[src/rtl/scrc_pkg.sv]
// Shared definitions for the serial CRC engine.
// Assumes: the narrow lane is never wider than the wide lane.
package scrc_pkg;
    localparam int unsigned WIDE_W_DEF  = 16;
    localparam int unsigned SHORT_W_DEF = 5;

    // Which remainder the output view presents.
    typedef enum logic {
        SEL_WIDE  = 1'b0,
        SEL_SHORT = 1'b1
    } lane_sel_e;
endpackage

[src/rtl/scrc_lfsr_lane.sv]
// One right-shifting reflected-form remainder register.
// Consumes one serial bit per step; load wins over step.
// Assumes: poly_i/seed_i are held stable by the user while in use.
module scrc_lfsr_lane #(
    parameter int unsigned W = 16
) (
    input  logic         clk,
    input  logic         rst_n,
    input  logic         load_i,
    input  logic         step_i,
    input  logic         bit_i,
    input  logic [W-1:0] poly_i,
    input  logic [W-1:0] seed_i,
    output logic [W-1:0] rem_o
);
    logic [W-1:0] rem_q;
    logic [W-1:0] rem_nxt;
    logic         fb;

    // Next remainder for one consumed bit.
    always_comb begin
        fb      = rem_q[0] ^ bit_i;
        rem_nxt = {1'b0, rem_q[W-1:1]} ^ (fb ? poly_i : '0);
    end

    // Remainder register: reset, preset load, or one shift.
    always_ff @(posedge clk) begin
        if (!rst_n) begin
            rem_q <= '0;
        end else if (load_i) begin
            rem_q <= seed_i;
        end else if (step_i) begin
            rem_q <= rem_nxt;
        end
    end

    assign rem_o = rem_q;
endmodule

[src/rtl/scrc_view.sv]
// Output selection and residue comparison.
// Presents the chosen remainder zero-extended and compares it against
// the residue input, masked to the narrow width in short mode.
module scrc_view
    import scrc_pkg::*;
#(
    parameter int unsigned WIDE_W  = 16,
    parameter int unsigned SHORT_W = 5
) (
    input  lane_sel_e          sel_i,
    input  logic [WIDE_W-1:0]  rem_wide_i,
    input  logic [SHORT_W-1:0] rem_short_i,
    input  logic [WIDE_W-1:0]  residue_i,
    output logic [WIDE_W-1:0]  view_o,
    output logic               match_o
);
    localparam int unsigned PAD_W = WIDE_W - SHORT_W;

    logic [WIDE_W-1:0] target;

    // Pick the shown remainder and its comparison target.
    always_comb begin
        if (sel_i == SEL_SHORT) begin
            view_o = {{PAD_W{1'b0}}, rem_short_i};
            target = {{PAD_W{1'b0}}, residue_i[SHORT_W-1:0]};
        end else begin
            view_o = rem_wide_i;
            target = residue_i;
        end
        match_o = (view_o == target);
    end
endmodule

[src/rtl/serial_crc_engine.sv]
// Bit-serial CRC engine with a wide lane and an optional narrow lane.
// Both lanes see every accepted bit; mode_short_i only picks the view.
// Assumes: synchronous active-low reset; clear has priority over valid.
module serial_crc_engine
    import scrc_pkg::*;
#(
    parameter int unsigned WIDE_W    = WIDE_W_DEF,
    parameter int unsigned SHORT_W   = SHORT_W_DEF,
    parameter bit          HAS_SHORT = 1'b1
) (
    input  logic              clk,
    input  logic              rst_n,
    input  logic              clear_i,
    input  logic              bit_vld_i,
    input  logic              bit_i,
    input  logic              mode_short_i,
    input  logic [WIDE_W-1:0] poly_i,
    input  logic [WIDE_W-1:0] preset_i,
    input  logic [WIDE_W-1:0] residue_i,
    output logic [WIDE_W-1:0] crc_o,
    output logic              residue_ok_o
);
    logic [WIDE_W-1:0]  rem_wide;
    logic [SHORT_W-1:0] rem_short;
    logic               step;
    lane_sel_e          sel;

    // A bit is taken only when no clear is pending.
    assign step = bit_vld_i & ~clear_i;
    assign sel  = mode_short_i ? SEL_SHORT : SEL_WIDE;

    scrc_lfsr_lane #(.W(WIDE_W)) u_wide (
        .clk    (clk),
        .rst_n  (rst_n),
        .load_i (clear_i),
        .step_i (step),
        .bit_i  (bit_i),
        .poly_i (poly_i),
        .seed_i (preset_i),
        .rem_o  (rem_wide)
    );

    // Narrow lane exists only when the parameter asks for it.
    generate
        if (HAS_SHORT) begin : g_short
            scrc_lfsr_lane #(.W(SHORT_W)) u_short (
                .clk    (clk),
                .rst_n  (rst_n),
                .load_i (clear_i),
                .step_i (step),
                .bit_i  (bit_i),
                .poly_i (poly_i[SHORT_W-1:0]),
                .seed_i (preset_i[SHORT_W-1:0]),
                .rem_o  (rem_short)
            );
        end else begin : g_no_short
            assign rem_short = '0;
        end
    endgenerate

    scrc_view #(.WIDE_W(WIDE_W), .SHORT_W(SHORT_W)) u_view (
        .sel_i       (sel),
        .rem_wide_i  (rem_wide),
        .rem_short_i (rem_short),
        .residue_i   (residue_i),
        .view_o      (crc_o),
        .match_o     (residue_ok_o)
    );
endmodule

[config.mk]
export PLATFORM = sky130hd
export DESIGN_NAME = serial_crc_engine
export DESIGN_NICKNAME = d
export VERILOG_FILES = /design/src/rtl/scrc_pkg.sv /design/src/rtl/scrc_lfsr_lane.sv /design/src/rtl/scrc_view.sv /design/src/rtl/serial_crc_engine.sv
export SDC_FILE = /design/constraint.sdc
export NUM_CORES = 1
export LEC_CHECK = 0
export ABC_AREA = 1
export BUFFER_PORTS_ARGS = -buffer_cell sky130_fd_sc_hd__buf_2
export CORE_ASPECT_RATIO = 1.2
export CORE_MARGIN = 2
export CORE_UTILIZATION = 28
export CTS_CLUSTER_SIZE = 28
export DETAILED_ROUTE_END_ITERATION = 12
export PLACE_DENSITY_LB_ADDON = 0.12
export SYNTH_ARGS = -nofsm -noshare
export SYNTH_HDL_FRONTEND = slang
export SYNTH_SLANG_ARGS = --single-unit
[constraint.sdc]
create_clock -name clk -period 1.3 [get_ports clk]
set_input_delay 0.26 -clock clk [delete_from_list [all_inputs] [get_ports clk]]
set_output_delay 0.26 -clock clk [all_outputs]
set_load 0.01 [all_outputs]
Word level (Yosys, flattened, before mapping)
Cells that the tools add are included.
{"block": "word_totals", "register_bits": 21, "latch_bits": 0, "ram_bits": 0, "romBits": 0, "output_inout_bits": 17, "mem_count": 0}
{"block": "op_classes", "add_sub_neg": 0, "n_mul": 0, "n_div": 0, "order_cmp": 0, "eq_ne": 1, "n_shift": 0, "mux": 9, "bitwise": 6, "n_reduce_logical": 1}
{"cell": "$mux 16", "count": 5}
{"cell": "$eq 16x16->1", "count": 1}
{"cell": "$xor 15x16->16", "count": 1}
{"cell": "$mux 5", "count": 3}
{"cell": "$xor 4x5->5", "count": 1}
{"cell": "$reduce_bool 2->1", "count": 1}
{"cell": "$xor 1x1->1", "count": 2}
{"cell": "$and 1x1->1", "count": 1}
{"cell": "$mux 1", "count": 1}
{"cell": "$not 1->1", "count": 1}

Logic depth before layout (Yosys ltp)
{"block": "depth", "ltp_word": 5, "mapped_depth": 11}

Cells and area by module
A second synthesis with hierarchy kept.
{"block": "unflattened", "hier_cells": 284, "area_unflattened_um2": 1856.8}
{"mod": "scrc_lfsr_lane at u_wide", "n_inst": 1, "cells_each": 144, "area_each_um2": 1052.3, "seq_area_each_um2": 320.3}
{"mod": "scrc_view", "n_inst": 1, "cells_each": 93, "area_each_um2": 484.2, "seq_area_each_um2": 0.0}
{"mod": "scrc_lfsr_lane at g_short.u_short", "n_inst": 1, "cells_each": 45, "area_each_um2": 310.3, "seq_area_each_um2": 100.1}
{"mod": "serial_crc_engine", "n_inst": 1, "cells_each": 2, "area_each_um2": 10.0, "seq_area_each_um2": 0.0}

Worst setup path before layout
OpenSTA, ideal clock, no wires.
{"block": "synth_path", "path_type": "input to output", "start": "in mode_short_i", "end": "out residue_ok_o", "arrival_time_ps": 1041, "required_ps": 1040, "path_slack_ps": -1, "cell_stages": 8, "cell_sequence": "buf_6 > buf_4 > nor2_1 > nand2_1 > nand4_1 > nor2_1 > nand2_1 > nor2_2"}
{"block": "synth_between", "elab_chain_len": 3, "word_cells_on_any_way": 4}
{"element": "start: declaration", "line": "serial_crc_engine.sv:16", "text": "input logic mode_short_i,"}
{"element": "$mux 1", "line": "serial_crc_engine.sv:30", "text": "assign sel = mode_short_i ? SEL_SHORT : SEL_WIDE;"}
{"element": "$mux 16", "line": "scrc_view.sv:23", "text": "if (sel_i == SEL_SHORT) begin"}
{"element": "net crc_o[7]", "line": "serial_crc_engine.sv:20", "text": "output logic [WIDE_W-1:0] crc_o,"}
{"element": "$eq 16x16->1", "line": "scrc_view.sv:30", "text": "match_o = (view_o == target);"}
{"element": "end: declaration", "line": "serial_crc_engine.sv:21", "text": "output logic residue_ok_o"}
The timed path passes the listed nets, and every way through them passes these cells.

Worst setup path in the final report
{"block": "layout_path", "start": "reg u_wide.rem_q[1], in the netlist u_wide.rem_o[1]", "end": "out residue_ok_o"}
{"block": "layout_between", "elab_chain_len": 2}
{"element": "start: declaration", "line": "scrc_lfsr_lane.sv:16", "text": "logic [W-1:0] rem_q;"}
{"element": "start signal: assignment", "line": "scrc_lfsr_lane.sv:31", "text": "rem_q <= seed_i;"}
{"element": "start signal: assignment", "line": "scrc_lfsr_lane.sv:33", "text": "rem_q <= rem_nxt;"}
{"element": "$mux 16", "line": "scrc_view.sv:23"}
{"element": "$eq 16x16->1", "line": "scrc_view.sv:30"}
No other way between the ends.

==> flow_summary.ini <==
[clock_tree]
hold_buffers = 0
cts_root_buf = clkbuf_8
cts_tree = built
path_clk_slew_ns = 0.08
cts_max_level = 1
insertion_delay_ns = 0.26
cts_buffers = 3
clock_sinks = 21
cts_buffer_depth = 2

[run_status]
violations = setup timing
status = finished, violations left

[setup_path]
start_kind = flip-flop
worst-setup-path-type = flip-flop to output port
critPathCaptureType = output port
critPathMaxFanout = 3
cp.arrival_ns = 1.29
cp.required_ns = 1.04

[pwr]
leakagePower_nw = 1.36
power_w = 0.00193
powerDensity_nw_per_um2 = 741
ir_drop_uv = 363

[finish]
diodes = 0
syn2layout_area_growth_pct = 55.4
drive_above_1_share_pct = 44.0
final_nets = 441
n_fill_cell = 651
final_area_um2 = 2600

[yosys]
synth_area_um2 = 1680
postSynthCellCount = 275
synth-seq-cells = 21
synthesis.nets = 329
ys_seq_area_share_pct = 25.1
netlist-cell-type-count = 24
ys_warn_count = 0
synth.avg_cell_area_um2 = 6.09

[routing]
met3_length_um = 315
wirelength_um = 5650
antenna_left = 0
wl_met2_um = 2990
wl_met1_um = 2310
dr.pass1.iters = 4
via_per_inst = 4.56
drcViolationCount = 0
vias = 2127
topRoutingLayerUsed = met4
drt_iter0_markers = 113
wl_per_cell_um = 12.1

[die]
design.die.area_um2 = 6620
die_x_um = 74.6
coreArea_um2 = 5710
start_util_pct = 29.4
die_h_um = 88.7
num_rows = 30
ios = 71

[sta]
worst_pin_slew_ns = 0.213
hold_viol_final = 0
setup_viol = 2
rsz0062_at_grt = yes
finalClockSkew_ns = 0.00199
fin_crit_ns = 1.55
relSlewSlack_pct = 85.6
drv_slew = 0
period_share_pct = 119
fin_hold_ws_ns = 0.257
fmax_ghz = 0.645
setup_ws_ns = -0.249

[placement]
place_area_um2 = 2350
hpwl_um = 4480
gp_congestion = 0.792
portBuffers = 70

[grt]
grt_pass1_vias = 2010
grt_max_degree = 16
grt_use_total_pct = 17.7
overflow = 0
antenna_found_initial = 0
grt_first_pass_wirelength_um = 9070

[min_path]
min-delay-path-class = input pin to flip-flop

[run]
drv_cap = 0
==> placed cells by master (no fill, tap or decap), drive strengths merged <==
| cell type | n |
|---|---|
| buf | 116 |
| nand2 | 74 |
| nand3 | 46 |
| inv | 36 |
| a21oi | 28 |
| nor2 | 23 |
| dfxtp | 21 |
| a22oi | 9 |
| xor2 | 8 |
| o21bai | 6 |
| o21ai | 6 |
| clkbuf | 6 |
| nand3b | 3 |
| clkinv | 2 |
| nand4 | 1 |
| a31oi | 1 |
==> layer usage <==
| metal | GRT usage (%) | vias to the layer above |
|---|---|---|
| met2 | 33.7 | 56 |
| met4 | 3.41 | 0 |
| met5 | 0 | - |
| met1 | 20.4 | 948 |
| li1 | - | 1121 |
| met3 | 3.08 | 2 |
==> Yosys cell counts (all sizes together) <==
cell type  count  area [um^2]
nand2         74          298
nand3         46          230
inv           37          144
a21oi         28          140
nor2          23          104
dfxtp         21          420
buf           10         83.8
a22oi          9         67.6
xor2           8         70.1
o21ai          6         30.0
o21bai         6         45.0
nand3b         3         22.5
a31oi          1         6.26
clkbuf         1         3.75
clkinv         1         3.75
nand4          1         6.26
==> through the flow <==
step           utilization, %  instances  worst slack (ns)  TNS [ns]
3_3_place_gp             41.1        453            -0.201    -0.201
3_5_place_dp             41.1        453            -0.234    -0.234
5_1_grt                  45.6        466            -0.415    -0.651
6_report                 45.6        466            -0.249    -0.286
4_1_cts                  42.3        458            -0.293    -0.350
2_1_floorplan               -        275            0.0109         0
==> critical path, stage by stage (launching register included) <==
cell and delay (ns):
dfxtp_2 0.34, inv_1 0.07, nand2_1 0.05, nand3_1 0.07, nand2_1 0.05, inv_1 0.04, nand2_1 0.05, nor2_1 0.10
nand2_1 0.07, nor2_2 0.07, buf_2 0.13
==> worst paths after layout <==
kind         slack, ns  cells after the start                                     to                    startpoint
max              -0.25                     10                           residue_ok_o  u_wide.rem_o[1]$_SDFFE_PN0P_
min               0.26                      3  g_short.u_short.rem_o[1]$_SDFFE_PN0P_                         rst_n
max reg2reg       0.07                      9          u_wide.rem_o[13]$_SDFFE_PN0P_  u_wide.rem_o[0]$_SDFFE_PN0P_
min reg2reg       0.60                      3           u_wide.rem_o[6]$_SDFFE_PN0P_  u_wide.rem_o[7]$_SDFFE_PN0P_
==> power by group <==
part,leakage (nW),switching [W],total (W),internal (W)
clock,0.0228,0.000230,0.000448,0.000219
combinational,1.16,0.000371,0.000743,0.000372
sequential,0.180,0.0000389,0.000737,0.000698
total,1.36,0.000640,0.00193,0.00129
==> logic make-up after synthesis <==
logic type	count (synthesis)	share of synthesized area, %
compound gates	50	17.3
xor+xnor	8	4.18
buf+inv	49	14.0
flops	21	25.1
simple gates	147	39.4
==> repair_timing <==
| item | in CTS | in global routing |
|---|---|---|
| gates cloned | 0 | 1 |
| setup buffers | 1 | 7 |
| pin swaps | 0 | 8 |
| endpoints found under the hold margin | 0 | 0 |
| endpoints found under the setup margin | 6 | 26 |
| gates resized for setup | 9 | 42 |
==> cell type report <==
type / count / area (um^2) / area share (%)
inverter: 38 / 158 / 6.05
sequential: 21 / 447 / 17.2
timing repair buffer: 118 / 783 / 30.1
tap: 80 / 100 / 3.84
clock buffer: 4 / 45.0 / 1.73
multi-input combinational: 205 / 1070 / 41.1
==> state kept, by name (all words and copies together) (netlist names) <==
signal	flops
u_wide.rem_o	16
g_short.u_short.rem_o	5
(Power assumes the default switching activity.)
